==> src/rtl/cbm_pkg.sv <==
// Package: shared constants and the per-page mapping record for the
// banked cartridge mapper. Assumes four 8 KB pages in a 32 KB window.
package cbm_pkg;

    localparam int PAGE_COUNT = 4;
    localparam int PAGE_BITS  = 13;   // 8 KB per page
    localparam int MAX_BANK_W = 7;    // 1024 KB / 8 KB = 128 blocks

    // One page's mapping as held in its bank register.
    typedef struct packed {
        logic                  wen;     // CPU writes allowed to SRAM
        logic                  periph;  // page shows the controller window
        logic [MAX_BANK_W-1:0] bank;    // masked SRAM block number
    } page_map_t;

endpackage

==> src/rtl/cbm_page_regs.sv <==
// Module: four write-only bank registers, one per page.
// Decodes a loaded value into write permission, controller redirect and a
// bank number masked to the SRAM size. Assumes ld_en is a one-cycle pulse
// already qualified by slot select and the bank-write address range.
module cbm_page_regs
    import cbm_pkg::*;
#(
    parameter int SRAM_KB = 1024
) (
    input  logic                             clk,
    input  logic                             rst_n,
    input  logic                             ld_en,
    input  logic [1:0]                       ld_idx,
    input  logic [7:0]                       ld_val,
    output page_map_t [PAGE_COUNT-1:0]       maps
);

    localparam int                    BLOCKS    = SRAM_KB / 8;
    localparam logic [MAX_BANK_W-1:0] BANK_MASK = MAX_BANK_W'(BLOCKS - 1);

    // Value decode shared by all pages.
    logic      to_periph;
    page_map_t ld_map;

    // Purpose: turn the written byte into a mapping record.
    always_comb begin
        to_periph     = (ld_val[7:6] == 2'b01);
        ld_map.wen    = ld_val[7];
        ld_map.periph = to_periph;
        ld_map.bank   = to_periph ? '0 : (ld_val[6:0] & BANK_MASK);
    end

    for (genvar i = 0; i < PAGE_COUNT; i++) begin : g_page
        // Purpose: hold page i's mapping; reset to bank 0, read-only, memory.
        always_ff @(posedge clk) begin
            if (!rst_n) begin
                maps[i] <= '0;
            end else if (ld_en && (ld_idx == 2'(i))) begin
                maps[i] <= ld_map;
            end
        end

        AST_PERIPH_LOAD: assert property (@(posedge clk) disable iff (!rst_n)
            (ld_en && ld_idx == 2'(i) && ld_val[7:6] == 2'b01)
                |=> (maps[i].periph && !maps[i].wen));

        AST_MEM_LOAD: assert property (@(posedge clk) disable iff (!rst_n)
            (ld_en && ld_idx == 2'(i) && ld_val[7:6] != 2'b01)
                |=> (!maps[i].periph && maps[i].wen == $past(ld_val[7])
                     && maps[i].bank == ($past(ld_val[6:0]) & BANK_MASK)));
    end

endmodule

==> src/rtl/cbm_decode.sv <==
// Module: combinational address decode for one bus cycle.
// Picks the page, detects bank loads, forms the SRAM address and the
// controller selects, and gates the write strobes by the page mapping.
// Assumes strobes are already valid in the cycle they are sampled.
module cbm_decode
    import cbm_pkg::*;
#(
    parameter int BANK_W = 7,
    parameter int SA_W   = 20
) (
    input  logic                       slot_sel,
    input  logic [15:0]                cpu_addr,
    input  logic                       cpu_rd,
    input  logic                       cpu_wr,
    input  page_map_t [PAGE_COUNT-1:0] maps,
    output logic                       bank_ld,
    output logic                       in_win,
    output logic                       cur_periph,
    output logic                       periph_rd,
    output logic                       sram_we,
    output logic                       ctl_wr,
    output logic                       ctl_dsel,
    output logic [3:0]                 ctl_reg,
    output logic [SA_W-1:0]            sram_addr
);

    logic [2:0]  seg;        // 8 KB segment of the 64 KB space
    logic [1:0]  page;
    logic        bank_rng;
    page_map_t   cur;

    // Purpose: locate the page and classify the address.
    always_comb begin
        seg      = cpu_addr[15:13];
        in_win   = (seg >= 3'd2) && (seg <= 3'd5);
        page     = 2'(seg - 3'd2);
        bank_rng = (seg == 3'd3);
        cur      = maps[page];
    end

    // Purpose: form strobes and selects for this cycle.
    always_comb begin
        cur_periph = in_win && cur.periph;
        bank_ld    = slot_sel && cpu_wr && bank_rng;
        sram_we    = slot_sel && cpu_wr && in_win && !bank_rng
                     && !cur.periph && cur.wen;
        ctl_wr     = slot_sel && cpu_wr && in_win && !bank_rng && cur.periph;
        periph_rd  = slot_sel && cpu_rd && cur_periph;
        ctl_dsel   = !cpu_addr[12];
        ctl_reg    = cpu_addr[3:0];
        sram_addr  = SA_W'({cur.bank, cpu_addr[PAGE_BITS-1:0]});
    end

    if (BANK_W + PAGE_BITS != SA_W) begin : g_width_bad
        $error("sram address width does not match bank width");
    end

endmodule

==> src/rtl/cbm_ctl_seq.sv <==
// Module: sequential strobes toward the controller.
// Makes one read pulse per read access (reads of the data register have
// side effects) and holds the controller in reset until the first edge
// after the mapper leaves reset.
module cbm_ctl_seq (
    input  logic clk,
    input  logic rst_n,
    input  logic periph_rd,
    output logic ctl_rd,
    output logic ctl_rst
);

    logic rd_q;

    // Purpose: remember whether the previous cycle was already a read.
    always_ff @(posedge clk) begin
        if (!rst_n) rd_q <= 1'b0;
        else        rd_q <= periph_rd;
    end

    // Purpose: drive the controller reset from the mapper reset.
    always_ff @(posedge clk) begin
        if (!rst_n) ctl_rst <= 1'b1;
        else        ctl_rst <= 1'b0;
    end

    // Purpose: pass only the first cycle of a read access.
    always_comb ctl_rd = periph_rd && !rd_q;

    AST_RD_ONE_CYCLE: assert property (@(posedge clk) disable iff (!rst_n)
        (ctl_rd && periph_rd) |=> !ctl_rd);

endmodule

==> src/rtl/cbm_rdata_mux.sv <==
// Module: read data steering to the CPU.
// Returns 0xFF when the slot is not selected or the address is outside the
// mapped window; otherwise the controller or SRAM data of the current page.
module cbm_rdata_mux (
    input  logic       slot_sel,
    input  logic       in_win,
    input  logic       cur_periph,
    input  logic [7:0] sram_rdata,
    input  logic [7:0] ctl_rdata,
    output logic [7:0] cpu_rdata
);

    // Purpose: select the read source.
    always_comb begin
        if (!slot_sel || !in_win) cpu_rdata = 8'hFF;
        else if (cur_periph)      cpu_rdata = ctl_rdata;
        else                      cpu_rdata = sram_rdata;
    end

endmodule

==> src/rtl/cart_bank_mapper.sv <==
// Module: banked SRAM cartridge mapper with a peripheral register window.
// Four 8 KB pages over 0x4000-0xBFFF, each bank-switched by a write into
// 0x6000-0x7FFF. Assumes a synchronous one-cycle bus, an SRAM with
// combinational read and clocked write, and a controller with the same.
module cart_bank_mapper
    import cbm_pkg::*;
#(
    parameter int SRAM_KB = 1024,
    localparam int BANK_W = $clog2(SRAM_KB / 8),
    localparam int SA_W   = $clog2(SRAM_KB) + 10
) (
    input  logic            clk,
    input  logic            rst_n,
    input  logic            slot_sel,
    input  logic [15:0]     cpu_addr,
    input  logic [7:0]      cpu_wdata,
    input  logic            cpu_rd,
    input  logic            cpu_wr,
    output logic [7:0]      cpu_rdata,
    output logic [SA_W-1:0] sram_addr,
    output logic [7:0]      sram_wdata,
    output logic            sram_we,
    input  logic [7:0]      sram_rdata,
    output logic [3:0]      ctl_reg,
    output logic            ctl_dsel,
    output logic            ctl_rd,
    output logic            ctl_wr,
    output logic [7:0]      ctl_wdata,
    input  logic [7:0]      ctl_rdata,
    output logic            ctl_rst
);

    if (SRAM_KB != 128 && SRAM_KB != 256 && SRAM_KB != 512 && SRAM_KB != 1024)
    begin : g_size_bad
        $error("SRAM_KB must be 128, 256, 512 or 1024");
    end

    page_map_t [PAGE_COUNT-1:0] maps;
    logic bank_ld, in_win, cur_periph, periph_rd;

    cbm_page_regs #(.SRAM_KB(SRAM_KB)) u_regs (
        .clk    (clk),
        .rst_n  (rst_n),
        .ld_en  (bank_ld),
        .ld_idx (cpu_addr[12:11]),
        .ld_val (cpu_wdata),
        .maps   (maps)
    );

    cbm_decode #(.BANK_W(BANK_W), .SA_W(SA_W)) u_dec (
        .slot_sel   (slot_sel),
        .cpu_addr   (cpu_addr),
        .cpu_rd     (cpu_rd),
        .cpu_wr     (cpu_wr),
        .maps       (maps),
        .bank_ld    (bank_ld),
        .in_win     (in_win),
        .cur_periph (cur_periph),
        .periph_rd  (periph_rd),
        .sram_we    (sram_we),
        .ctl_wr     (ctl_wr),
        .ctl_dsel   (ctl_dsel),
        .ctl_reg    (ctl_reg),
        .sram_addr  (sram_addr)
    );

    cbm_ctl_seq u_seq (
        .clk       (clk),
        .rst_n     (rst_n),
        .periph_rd (periph_rd),
        .ctl_rd    (ctl_rd),
        .ctl_rst   (ctl_rst)
    );

    cbm_rdata_mux u_mux (
        .slot_sel   (slot_sel),
        .in_win     (in_win),
        .cur_periph (cur_periph),
        .sram_rdata (sram_rdata),
        .ctl_rdata  (ctl_rdata),
        .cpu_rdata  (cpu_rdata)
    );

    // Purpose: write data goes to both targets; strobes pick the receiver.
    always_comb begin
        sram_wdata = cpu_wdata;
        ctl_wdata  = cpu_wdata;
    end

    AST_BANK_WR_QUIET: assert property (@(posedge clk) disable iff (!rst_n)
        (slot_sel && cpu_wr && cpu_addr[15:13] == 3'd3) |-> (!sram_we && !ctl_wr));

    AST_ONE_TARGET: assert property (@(posedge clk) disable iff (!rst_n)
        !(sram_we && ctl_wr));

    AST_UNSEL_QUIET: assert property (@(posedge clk) disable iff (!rst_n)
        !slot_sel |-> (!sram_we && !ctl_wr && !ctl_rd && cpu_rdata == 8'hFF));

endmodule

==> config.mk <==
export PLATFORM = sky130hd
export DESIGN_NAME = cart_bank_mapper
export DESIGN_NICKNAME = d
export VERILOG_FILES = /design/src/rtl/cbm_pkg.sv /design/src/rtl/cbm_page_regs.sv /design/src/rtl/cbm_decode.sv /design/src/rtl/cbm_ctl_seq.sv /design/src/rtl/cbm_rdata_mux.sv /design/src/rtl/cart_bank_mapper.sv
export SDC_FILE = /design/constraint.sdc
export NUM_CORES = 1
export LEC_CHECK = 0
export ABC_CLOCK_PERIOD_IN_PS = 4200
export CAP_MARGIN = 30
export CORE_AREA = 3 3 66 68
export CTS_CLUSTER_DIAMETER = 200
export DETAILED_ROUTE_END_ITERATION = 8
export DIE_AREA = 0 0 69 71
export DONT_BUFFER_PORTS = 1
export GPL_TIMING_DRIVEN = 0
export HOLD_SLACK_MARGIN = 0.06
export PLACE_DENSITY = 0.73
export SYNTH_ARGS = -nofsm -noshare
export SYNTH_HDL_FRONTEND = slang
export SYNTH_SLANG_ARGS = --single-unit
export TNS_END_PERCENT = 100
==> constraint.sdc <==
create_clock -name clk -period 4.2 [get_ports clk]
set_clock_uncertainty 0.1 [all_clocks]
set_input_delay 0.42 -clock clk [delete_from_list [all_inputs] [get_ports clk]]
set_output_delay 0.42 -clock clk [all_outputs]
set_load 0.005 [all_outputs]
==> run_summary.xml, run 1 <==
<?xml version="1.0" encoding="UTF-8"?>
<metrics>
  <group name="logic_synthesis">
    <metric name="count_of_flip_flops_with_a_built_in_enable_after_synthesis" unit="">0</metric>
    <metric name="synth.lib_cells_used.distinct" unit="">31</metric>
    <metric name="async_reset_ff_share" unit="%">0</metric>
    <metric name="synth_cells" unit="">254</metric>
    <metric name="synth_area" unit="sq um">2238</metric>
    <metric name="synth_top_area_share" unit="%">33.99</metric>
    <metric name="synth_area_per_cell" unit="sq um">8.813</metric>
    <metric name="synth_nets" unit="">299</metric>
    <metric name="synth_seq_area_share" unit="%">33.99</metric>
    <metric name="cell_types_with_the_largest_area_share_after_synthesis" unit="">dfxtp_1 (34%), buf_4 (11%), mux4_1 (8.2%), nand4_1 (8.1%), a21oi_1 (8.0%)</metric>
    <metric name="synth-main-ff-cell" unit="">dfxtp_1</metric>
    <metric name="largest_area_contributor_in_the_netlist" unit="">dfxtp_1</metric>
    <metric name="ys_ff_latch" unit="">38</metric>
    <metric name="yosys_warnings" unit="">0</metric>
  </group>
  <group name="layout">
    <metric name="layout-drive-gt1-share" unit="%">22.61</metric>
    <metric name="layout-area-overhead-vs-synth" unit="%">7.825</metric>
    <metric name="insertedDiodeCount" unit="">0</metric>
    <metric name="num-nets-final" unit="">306</metric>
    <metric name="fillers" unit="">376</metric>
    <metric name="post_layout_nonfiller_instances" unit="">311</metric>
    <metric name="utilization" unit="%">61.67</metric>
  </group>
  <group name="critical_path">
    <metric name="critical-path-top-delay-family" unit="">multiplexers</metric>
    <metric name="crit_path_top_delay_cell" unit="">mux4_2</metric>
    <metric name="startpoint_type" unit="">register</metric>
    <metric name="max_stage_delay" unit="ns">0.50</metric>
    <metric name="path_class" unit="">register to output port</metric>
    <metric name="capturing_element_type_of_the_critical_path" unit="">output port</metric>
    <metric name="required" unit="ns">3.68</metric>
    <metric name="worst_ep_arrival_time" unit="ns">1.57</metric>
    <metric name="crit_path_cell_trace" unit="">mux4_2 -&gt; buf_6 -&gt; nor3b_1</metric>
    <metric name="worstPathMaxFanout" unit="">10</metric>
    <metric name="path_buf_inv" unit="">1</metric>
  </group>
  <group name="die">
    <metric name="floorplan.core_area" unit="sq um">3914</metric>
    <metric name="dieWidth" unit="um">69</metric>
    <metric name="design.portCount" unit="">98</metric>
    <metric name="die_h" unit="um">71</metric>
    <metric name="floorplan.rows" unit="">23</metric>
    <metric name="area_enclosed_by_the_die_boundary" unit="sq um">4899</metric>
    <metric name="start_util" unit="%">57.19</metric>
  </group>
  <group name="sta">
    <metric name="final-max-slew-violation-count" unit="">0</metric>
    <metric name="finalHoldViolCount" unit="">0</metric>
    <metric name="final.period_utilization" unit="%">49.73</metric>
    <metric name="max_freq" unit="MHz">478.7</metric>
    <metric name="final_period_minus_worst_setup_slack" unit="ns">2.089</metric>
    <metric name="fin_tns_setup" unit="ns">0</metric>
    <metric name="worst-slew-pin-transition" unit="ns">0.5832</metric>
    <metric name="rsz_0062_raised_after_global_routing" unit="">no</metric>
    <metric name="setup_viol" unit="">0</metric>
    <metric name="worst_slew_margin_relative_to_its_limit" unit="%">61.12</metric>
  </group>
  <group name="routing">
    <metric name="ratio_of_routed_vias_to_standard_cells" unit="">6.412</metric>
    <metric name="initialDrtViolationCount" unit="">179</metric>
    <metric name="drc_errors" unit="">0</metric>
    <metric name="drt_first_pass_iters" unit="">7</metric>
    <metric name="antenna_violating_nets_post_route" unit="">0</metric>
    <metric name="detail_route.wirelength" unit="mm">5.906</metric>
    <metric name="post_drt_wl_per_cell" unit="um">18.99</metric>
    <metric name="num_vias" unit="">1994</metric>
  </group>
  <group name="global_routing">
    <metric name="grt_start_max_net_pins" unit="">12</metric>
    <metric name="grt_use_total" unit="%">23.90</metric>
    <metric name="grt_remaining_overflow" unit="">0</metric>
    <metric name="via_count_of_the_first_global_routing_pass" unit="">1795</metric>
    <metric name="number_of_antenna_violations_at_the_first_check_in_global_routing" unit="">0</metric>
    <metric name="grt_first_pass_wirelength" unit="mm">9.342</metric>
  </group>
  <group name="clock_tree">
    <metric name="clk_pin_slew_worst_paths" unit="ns">0.07</metric>
    <metric name="clk-insertion-delay-late" unit="ns">0.29</metric>
    <metric name="cts_post_setup_buffers_inserted" unit="">0</metric>
    <metric name="clockBufferDepth" unit="">2</metric>
    <metric name="h-tree-depth" unit="">2</metric>
    <metric name="cts_tree" unit="">done</metric>
    <metric name="post_cts_hold_buffer_count" unit="">0</metric>
    <metric name="number_of_buffers_added_by_the_clock_tree_synthesis_step" unit="">5</metric>
    <metric name="clock_sinks" unit="">38</metric>
    <metric name="cts_resized" unit="">0</metric>
    <metric name="cts_root_buf" unit="">clkbuf_8</metric>
  </group>
  <group name="worst_hold_path">
    <metric name="min_path_type" unit="">primary input to register</metric>
  </group>
  <group name="placement">
    <metric name="buffer_ports.inserted" unit="">0</metric>
    <metric name="place.gp.congestion" unit="">0.8390</metric>
    <metric name="post-place-cells" unit="">304</metric>
    <metric name="detailedPlacementHpwl" unit="mm">3.910</metric>
  </group>
  <group name="status">
    <metric name="result_of_the_run" unit="">finished, final reports clean</metric>
  </group>
  <group name="pwr">
    <metric name="power_leakage" unit="nW">0.8921</metric>
    <metric name="worst_supply_voltage_drop_on_vdd" unit="uV">245.0</metric>
    <metric name="power.density" unit="nW/um^2">316.9</metric>
    <metric name="power" unit="W">0.0007647</metric>
  </group>
  <group name="run">
    <metric name="max-cap-violations" unit="">0</metric>
  </group>
</metrics>
-- report_power, final --
part           internal [W]  switching, W  leakage (nW)   total, W
Clock              0.000190      0.000125        0.0573   0.000315
Combinational     0.0000378     0.0000493         0.528  0.0000871
Sequential         0.000362   0.000000715         0.306   0.000362
Total              0.000589      0.000175         0.892   0.000765
-- final timing paths --
kind	slack, ns	endpoint	depth (start not counted)	startpoint
setup reg to reg	2.83	u_seq.rd_q	4	u_regs.maps[16]
setup / recovery	2.11	sram_we	3	u_regs.maps[16]
hold reg to reg	0.37	u_regs.maps[24]	2	u_regs.maps[24]
hold / removal	0.17	u_regs.maps[5]	2	cpu_wdata[5]
-- area by class of cell --
cell class,instances,area [sq um],share of cell area (%)
flip-flops and latches,38,760.7,31.52
well taps,50,62.56,2.592
clock buffers,6,82.58,3.421
plain buffers,62,395.4,16.38
clock inverters,1,30.03,1.244
multi-input cells,152,1075,44.53
inverters,2,7.507,0.3110
-- synth_stat cells (2+ instances only) --
master / n
or3_1: 4
buf_4: 33
buf_2: 13
o21ai_0: 29
a21oi_1: 36
nand2_1: 8
inv_1: 2
nand3_1: 5
clkbuf_1: 12
dfxtp_1: 38
o21ai_1: 7
nor3b_1: 2
mux4_2: 2
nor2b_1: 2
mux4_1: 7
mux2i_1: 8
nor2_1: 2
buf_6: 3
nand4_1: 29
-- metal layers --
metal  share of wire (%)  global-route usage (%)  wire length [um]
met5                   0                       0                 0
met4                 1.6                   7.809                94
met3                  12                   5.966               711
met2                  50                   38.77              2924
met1                  37                   31.40              2176
-- registers in the layout, indices dropped and copies added (netlist names) --
name           count
u_regs.maps       36
u_seq.rd_q         1
u_seq.ctl_rst      1
-- stage by stage --
step                hold slack [ns]  setup slack, ns  area (sq um)
finish                       0.1735            2.111          2414
global route                 0.1765            2.034          2414
CTS                          0.1727            2.109          2414
detailed placement           0.3637            2.107          2301
global placement             0.3597            2.129          2301
floorplan                    0.3486            2.300          2238
-- kinds of logic (layout without fill, tap and decap cells) --
kind of cell              after synthesis  count (layout)  synth area share [%]
AOI/OAI and AO/OA                      73              73                 16.43
and+or+nand+nor                        61              61                 17.38
xor gates and xnor gates                1               1                0.3914
buffers and inverters                  64              71                 18.00
muxes                                  17              17                 13.81
DFF                                    38              38                 33.99
-- placed cells by master, fill, tap and decap left out, drive strengths merged, types with 2 or more instances in the layout --
| master | n |
|---|---|
| nand4 | 29 |
| nand2 | 8 |
| clkbuf | 18 |
| a21oi | 36 |
| mux2i | 8 |
| mux4 | 9 |
| o21ai | 36 |
| buf | 50 |
| nor2 | 2 |
| nor3b | 2 |
| or3 | 4 |
| nor2b | 2 |
| nand3 | 5 |
| inv | 2 |
| dfxtp | 38 |
-- worst reg2reg max path, stage by stage (launching register included) --
cell and delay, ns:
dfxtp_1 0.32, mux4_2 0.50, buf_6 0.17, nand4_1 0.11
nor2_1 0.04
No activity file was read; power rests on OpenSTA's default activity.
==> inputs of run 2 (changes only) <==
ABC_CLOCK_PERIOD_IN_PS = 1700   (was 4200)
CORE_AREA = 3 3 67 69   (was 3 3 66 68)
DIE_AREA = 0 0 70 72   (was 0 0 69 71)
PLACE_DENSITY = 0.74   (was 0.73)
clock period = 1.7 ns   (was 4.2 ns; I/O delays follow)
==> run 2 against run 1 <==
The run now ends with negative setup slack left. Count of clock-buffer cells in the layout unchanged. Worst setup slack worse by 2.2 ns. Sequential power up 150%. Total power rose to 2.5 times the previous value. Cell count up 3.5%. Sequential share of layout area down 1.4 points.
==> run_summary.xml, run 2 (synthesized netlist as in run 1, its figures left out) <==
<?xml version="1.0" encoding="UTF-8"?>
<metrics>
  <group name="sta">
    <metric name="worst-slew-pin-transition" unit="ns">0.5519</metric>
    <metric name="final_period_minus_worst_setup_slack" unit="ns">1.801</metric>
    <metric name="worst_slack" unit="ns">-0.1005</metric>
    <metric name="hold_ws" unit="ns">0.1094</metric>
    <metric name="final-max-slew-violation-count" unit="">0</metric>
    <metric name="worst_slew_margin_relative_to_its_limit" unit="%">63.21</metric>
    <metric name="finalHoldViolCount" unit="">0</metric>
    <metric name="setup_viol" unit="">10</metric>
    <metric name="final.period_utilization" unit="%">105.9</metric>
    <metric name="max_freq" unit="MHz">555.4</metric>
    <metric name="rsz_0062_raised_after_global_routing" unit="">yes</metric>
  </group>
  <group name="global_routing">
    <metric name="number_of_antenna_violations_at_the_first_check_in_global_routing" unit="">0</metric>
    <metric name="grt_use_total" unit="%">23.61</metric>
    <metric name="grt_first_pass_wirelength" unit="mm">9.335</metric>
    <metric name="grt_remaining_overflow" unit="">0</metric>
    <metric name="grt_start_max_net_pins" unit="">12</metric>
    <metric name="via_count_of_the_first_global_routing_pass" unit="">1871</metric>
  </group>
  <group name="critical_path">
    <metric name="path_class" unit="">register to output port</metric>
    <metric name="required" unit="ns">1.43</metric>
    <metric name="capturing_element_type_of_the_critical_path" unit="">output port</metric>
    <metric name="worstPathMaxFanout" unit="">10</metric>
    <metric name="worst_ep_arrival_time" unit="ns">1.53</metric>
    <metric name="startpoint_type" unit="">register</metric>
  </group>
  <group name="pwr">
    <metric name="power.density" unit="nW/um^2">760.3</metric>
    <metric name="power_switching_share" unit="%">23.38</metric>
    <metric name="power" unit="W">0.001924</metric>
    <metric name="switching_power" unit="W">0.0004497</metric>
    <metric name="cellInternalPower" unit="W">0.001474</metric>
    <metric name="seq_power_share" unit="%">46.5</metric>
    <metric name="power_leakage" unit="nW">0.9421</metric>
    <metric name="worst_supply_voltage_drop_on_vdd" unit="uV">425.1</metric>
    <metric name="combinational_power_share" unit="%">12.6</metric>
    <metric name="clk_network_pwr_share" unit="%">40.9</metric>
  </group>
  <group name="run">
    <metric name="max-cap-violations" unit="">0</metric>
  </group>
  <group name="die">
    <metric name="design.portCount" unit="">98</metric>
    <metric name="area_enclosed_by_the_die_boundary" unit="sq um">5040</metric>
    <metric name="floorplan.rows" unit="">23</metric>
    <metric name="start_util" unit="%">56.36</metric>
    <metric name="floorplan.core_area" unit="sq um">3971</metric>
    <metric name="dieWidth" unit="um">70</metric>
    <metric name="die_h" unit="um">72</metric>
  </group>
  <group name="layout">
    <metric name="max_ffs_per_register" unit="">36</metric>
    <metric name="multi_input_comb_area" unit="sq um">1084</metric>
    <metric name="fillers" unit="">361</metric>
    <metric name="largest_registers" unit="">u_regs.maps (36), u_seq.ctl_rst (1), u_seq.rd_q (1)</metric>
    <metric name="utilization" unit="%">63.71</metric>
    <metric name="layout-drive-gt1-share" unit="%">22.79</metric>
    <metric name="stdcell_area" unit="sq um">2530</metric>
    <metric name="area.sequential" unit="sq um">760.7</metric>
    <metric name="insertedDiodeCount" unit="">0</metric>
    <metric name="layout-area-overhead-vs-synth" unit="%">13.02</metric>
    <metric name="most_common_cell_after_layout_fill_and_taps_aside" unit="">dfxtp_1</metric>
    <metric name="final_cell_mix" unit="">dfxtp_1 (38), a21oi_1 (36), buf_4 (34)</metric>
    <metric name="num-nets-final" unit="">317</metric>
    <metric name="max_flop_register" unit="">u_regs.maps</metric>
  </group>
  <group name="status">
    <metric name="violations" unit="">negative setup slack</metric>
    <metric name="result_of_the_run" unit="">complete, but fails checks</metric>
  </group>
  <group name="placement">
    <metric name="placement.cell_area" unit="sq um">2301</metric>
    <metric name="detailedPlacementHpwl" unit="mm">3.953</metric>
    <metric name="buffer_ports.inserted" unit="">0</metric>
    <metric name="place.gp.congestion" unit="">0.8121</metric>
  </group>
  <group name="routing">
    <metric name="antenna_violating_nets_post_route" unit="">0</metric>
    <metric name="drt_first_pass_iters" unit="">4</metric>
    <metric name="post_drt_wl_per_cell" unit="um">18.34</metric>
    <metric name="initialDrtViolationCount" unit="">220</metric>
    <metric name="detail_route.wirelength" unit="mm">5.905</metric>
    <metric name="num_vias" unit="">2044</metric>
    <metric name="ratio_of_routed_vias_to_standard_cells" unit="">6.348</metric>
    <metric name="drc_errors" unit="">0</metric>
  </group>
  <group name="clock_tree">
    <metric name="cts_root_buf" unit="">clkbuf_8</metric>
    <metric name="h-tree-depth" unit="">2</metric>
    <metric name="clock_sinks" unit="">38</metric>
    <metric name="clockBufferDepth" unit="">2</metric>
    <metric name="clk-insertion-delay-late" unit="ns">0.29</metric>
    <metric name="cts_tree" unit="">done</metric>
    <metric name="clk_pin_slew_worst_paths" unit="ns">0.07</metric>
    <metric name="number_of_buffers_added_by_the_clock_tree_synthesis_step" unit="">5</metric>
  </group>
  <group name="worst_hold_path">
    <metric name="min_path_type" unit="">primary input to register</metric>
  </group>
</metrics>
-- run 2: cell types whose count changed in the layout (fill, tap and decap cells not counted), sizes merged --
cell / previous run / this run
buf: 50 / 51
dlygate4sd3: 0 / 10
-- run 2: final cells by class --
cell class                 instances  share of cell area, %
multi-input combinational        152                  42.83
sequential                        38                  30.07
buffer                            62                  15.63
timing repair buffer              11                  4.253
clock buffer                       6                  3.264
tap                               50                  2.473
clock inverter                     1                  1.187
inverter                           2                 0.2967
-- run 2: through the flow --
stage	worst slack [ns]	instances	setup TNS (ns)
2_1_floorplan	0.2659	254	0
3_3_place_gp	0.1258	304	0
3_5_place_dp	0.1046	304	0
4_1_cts	-0.09864	322	-0.7376
5_1_grt	-0.1505	322	-1.376
6_report	-0.1005	322	-0.7594
-- run 2: worst paths after layout --
path	slack (ns)	to	cells past startpoint	start
worst max-delay path	-0.10	cpu_rdata[2]	4	u_regs.maps[16]
worst min-delay path	0.11	u_regs.maps[17]	3	cpu_wdata[7]
worst max register to register	0.33	u_seq.rd_q	4	u_regs.maps[16]
worst min register to register	0.37	u_regs.maps[22]	2	u_regs.maps[22]
-- run 2: timing repair --
item,4_1_cts,5_1_grt
endpoints found under the setup margin,10,11
hold endpoints to repair,29,0
hold buffers,10,0
resized for setup,1,1
setup buffers,1,0
-- run 2: power by group through the flow --
| stage | Clock [W] | Sequential [W] | Combinational, W |
|---|---|---|---|
| 3_3_place_gp | 0 | 0.000916 | 0.000212 |
| 5_1_grt | 0.000818 | 0.000895 | 0.000262 |
| 6_report | 0.000786 | 0.000895 | 0.000242 |
| 2_1_floorplan | 0 | 0.000915 | 0.000169 |
| 4_1_cts | 0.000787 | 0.000895 | 0.000242 |
| 3_5_place_dp | 0 | 0.000916 | 0.000213 |
-- run 2: layer usage --
metal  GRT usage, %  share of wire (%)  vias up
met4          6.383                2.1        0
met3          5.679                 12       16
met2          41.24                 50      148
met5              0                  0        -
li1               -                  -      940
met1          29.39                 37      940
-- run 2: worst max-delay path, stage by stage (launching register included) --
cell,delay [ns]
dfxtp_1,0.32
mux4_2,0.50
buf_6,0.17
mux2i_1,0.16
nand2_1,0.09
==> inputs of run 3 (changes only) <==
CORE_AREA = 3 3 64 72   (was 3 3 67 69)
DIE_AREA = 0 0 67 75   (was 0 0 70 72)
==> run 3 against run 2 <==
The run still ends with negative setup slack left. Maximum frequency increased by 0.61%. Via count is 0.15% lower. Clock power shrank 25%. Non-clock buffer count is 1 lower. Critical path depth did not move. Global-route usage rose by 0.84 points. First-iteration DRC count shrank 25%. Combinational power barely moved. Sequential power is essentially flat. Cell area fell by 1.3%. Core utilization fell by 0.73 points. Highest routed layer unchanged.
==> run_summary.xml, run 3 (synthesized netlist as in run 1, its figures left out) <==
<?xml version="1.0" encoding="UTF-8"?>
<metrics>
  <group name="status">
    <metric name="result_of_the_run" unit="">complete, but fails checks</metric>
    <metric name="violations" unit="">negative setup slack</metric>
  </group>
  <group name="sta">
    <metric name="rsz_0062_raised_after_global_routing" unit="">yes</metric>
    <metric name="setup_viol" unit="">10</metric>
    <metric name="final_period_minus_worst_setup_slack" unit="ns">1.790</metric>
    <metric name="max_freq" unit="MHz">558.8</metric>
    <metric name="worst_slack" unit="ns">-0.08965</metric>
    <metric name="worst-slew-pin-transition" unit="ns">0.5881</metric>
    <metric name="final.period_utilization" unit="%">105.3</metric>
    <metric name="finalHoldViolCount" unit="">0</metric>
    <metric name="worst_slew_margin_relative_to_its_limit" unit="%">60.79</metric>
    <metric name="hold_ws" unit="ns">0.05147</metric>
    <metric name="final-max-slew-violation-count" unit="">0</metric>
  </group>
  <group name="critical_path">
    <metric name="worstPathMaxFanout" unit="">10</metric>
    <metric name="worst_ep_arrival_time" unit="ns">1.52</metric>
    <metric name="required" unit="ns">1.43</metric>
    <metric name="reg2reg_slack" unit="ns">0.33</metric>
    <metric name="worst_r2r_path_depth" unit="">4</metric>
    <metric name="path_class" unit="">register to output port</metric>
    <metric name="startpoint_type" unit="">register</metric>
    <metric name="capturing_element_type_of_the_critical_path" unit="">output port</metric>
  </group>
  <group name="routing">
    <metric name="initialDrtViolationCount" unit="">166</metric>
    <metric name="drt_first_pass_iters" unit="">4</metric>
    <metric name="m1WireLength" unit="mm">2.364</metric>
    <metric name="post_drt_wl_per_cell" unit="um">18.83</metric>
    <metric name="topRoutingLayerUsed" unit="">met4</metric>
    <metric name="detailroute.wirelength.met3" unit="um">721</metric>
    <metric name="antenna_violating_nets_post_route" unit="">0</metric>
    <metric name="detail_route.wirelength" unit="mm">6.081</metric>
    <metric name="detailroute.wirelength.met2" unit="mm">2.913</metric>
    <metric name="num_vias" unit="">2041</metric>
    <metric name="ratio_of_routed_vias_to_standard_cells" unit="">6.319</metric>
    <metric name="drc_errors" unit="">0</metric>
  </group>
  <group name="layout">
    <metric name="area.sequential" unit="sq um">762.0</metric>
    <metric name="insertedDiodeCount" unit="">0</metric>
    <metric name="final_cell_mix" unit="">dfxtp_1 (37), a21oi_1 (36), buf_4 (34)</metric>
    <metric name="multi_input_comb_area" unit="sq um">1086</metric>
    <metric name="largest_registers" unit="">u_regs.maps (36), u_seq.ctl_rst (1), u_seq.rd_q (1)</metric>
    <metric name="num-nets-final" unit="">316</metric>
    <metric name="most_common_cell_after_layout_fill_and_taps_aside" unit="">dfxtp_1</metric>
    <metric name="layout-drive-gt1-share" unit="%">22.88</metric>
    <metric name="max_ffs_per_register" unit="">36</metric>
    <metric name="layout-area-overhead-vs-synth" unit="%">11.51</metric>
    <metric name="post_layout_nonfiller_instances" unit="">323</metric>
    <metric name="fillers" unit="">360</metric>
    <metric name="max_flop_register" unit="">u_regs.maps</metric>
  </group>
  <group name="run">
    <metric name="max-cap-violations" unit="">0</metric>
  </group>
  <group name="placement">
    <metric name="detailedPlacementHpwl" unit="mm">4.043</metric>
    <metric name="post-place-cells" unit="">306</metric>
    <metric name="place.gp.congestion" unit="">0.8026</metric>
    <metric name="buffer_ports.inserted" unit="">0</metric>
    <metric name="preCtsSetupSlack" unit="ns">0.1243</metric>
  </group>
  <group name="global_routing">
    <metric name="via_count_of_the_first_global_routing_pass" unit="">1832</metric>
    <metric name="grt_first_pass_wirelength" unit="mm">9.087</metric>
    <metric name="number_of_antenna_violations_at_the_first_check_in_global_routing" unit="">0</metric>
    <metric name="grt_remaining_overflow" unit="">0</metric>
    <metric name="grt_start_max_net_pins" unit="">12</metric>
    <metric name="grt_use_total" unit="%">24.45</metric>
  </group>
  <group name="die">
    <metric name="floorplan.core_area" unit="sq um">3964</metric>
    <metric name="die_h" unit="um">75</metric>
    <metric name="design.portCount" unit="">98</metric>
    <metric name="start_util" unit="%">56.47</metric>
    <metric name="dieWidth" unit="um">67</metric>
    <metric name="area_enclosed_by_the_die_boundary" unit="sq um">5025</metric>
    <metric name="floorplan.rows" unit="">24</metric>
  </group>
  <group name="clock_tree">
    <metric name="cts_tree" unit="">done</metric>
    <metric name="clk_pin_slew_worst_paths" unit="ns">0.07</metric>
    <metric name="h-tree-depth" unit="">2</metric>
    <metric name="clockBufferDepth" unit="">2</metric>
    <metric name="clock_sinks" unit="">38</metric>
    <metric name="clk-insertion-delay-late" unit="ns">0.29</metric>
    <metric name="cts_root_buf" unit="">clkbuf_8</metric>
    <metric name="post_cts_hold_buffer_count" unit="">9</metric>
    <metric name="number_of_buffers_added_by_the_clock_tree_synthesis_step" unit="">5</metric>
  </group>
  <group name="worst_hold_path">
    <metric name="min_path_type" unit="">primary input to register</metric>
    <metric name="min_delay_path_depth" unit="">3</metric>
  </group>
  <group name="pwr">
    <metric name="power.density" unit="nW/um^2">692.2</metric>
    <metric name="power_leakage" unit="nW">0.9236</metric>
    <metric name="worst_supply_voltage_drop_on_vdd" unit="uV">442.0</metric>
  </group>
</metrics>
-- run 3: final cells by class --
| class | instances | share of cell area [%] |
|---|---|---|
| Multi-Input combinational cell | 152 | 43.51 |
| Sequential cell | 38 | 30.53 |
| Buffer | 62 | 15.99 |
| Timing Repair Buffer | 10 | 3.910 |
| Clock buffer | 5 | 2.757 |
| Tap cell | 52 | 2.607 |
| Clock inverter | 2 | 0.4010 |
| Inverter | 2 | 0.3008 |
-- run 3: worst max-delay path, stage by stage (launching register included) --
cell     delay [ns]
dfxtp_2        0.32
mux4_2         0.49
buf_8          0.17
mux2i_1        0.15
nand2_1        0.09
-- run 3: metrics by stage --
step | setup TNS (ns) | utilization [%] | total power, W | instance area [sq um]
after floorplan | 0 | - | 0.001085 | 2238
after global placement | 0 | 58.11 | 0.001129 | 2303
after detailed placement | 0 | 58.11 | 0.001130 | 2303
after CTS | -0.6761 | 62.78 | 0.001722 | 2489
after global routing | -1.275 | 62.97 | 0.001792 | 2496
final | -0.6482 | 62.97 | 0.001728 | 2496
-- run 3: worst paths after layout --
kind / startpoint / endpoint
max reg2reg: u_regs.maps[16] / u_seq.rd_q
min reg2reg: u_regs.maps[13] / u_regs.maps[13]
max: u_regs.maps[16] / cpu_rdata[0]
min: cpu_addr[15] / u_seq.rd_q
-- run 3: repair_timing --
action / 4_1_cts / 5_1_grt
gates resized for setup: 2 / 2
hold endpoints to repair: 29 / 1
buffers inserted: 1 / 0
endpoints found under the setup margin: 9 / 11
-- run 3: layer usage --
metal / vias to the layer above / global-route usage, %
li1: 931 / -
met1: 944 / 30.71
met2: 156 / 40.17
met3: 10 / 7.015
met4: 0 / 8.559
met5: - / 0
-- run 3: power by group --
| group | leakage [nW] | switching, W | internal, W |
|---|---|---|---|
| clock | 0.0438 | 0.000317 | 0.000275 |
| sequential | 0.307 | 0.00000163 | 0.000893 |
| combinational | 0.573 | 0.000133 | 0.000108 |
| total | 0.924 | 0.000452 | 0.00128 |
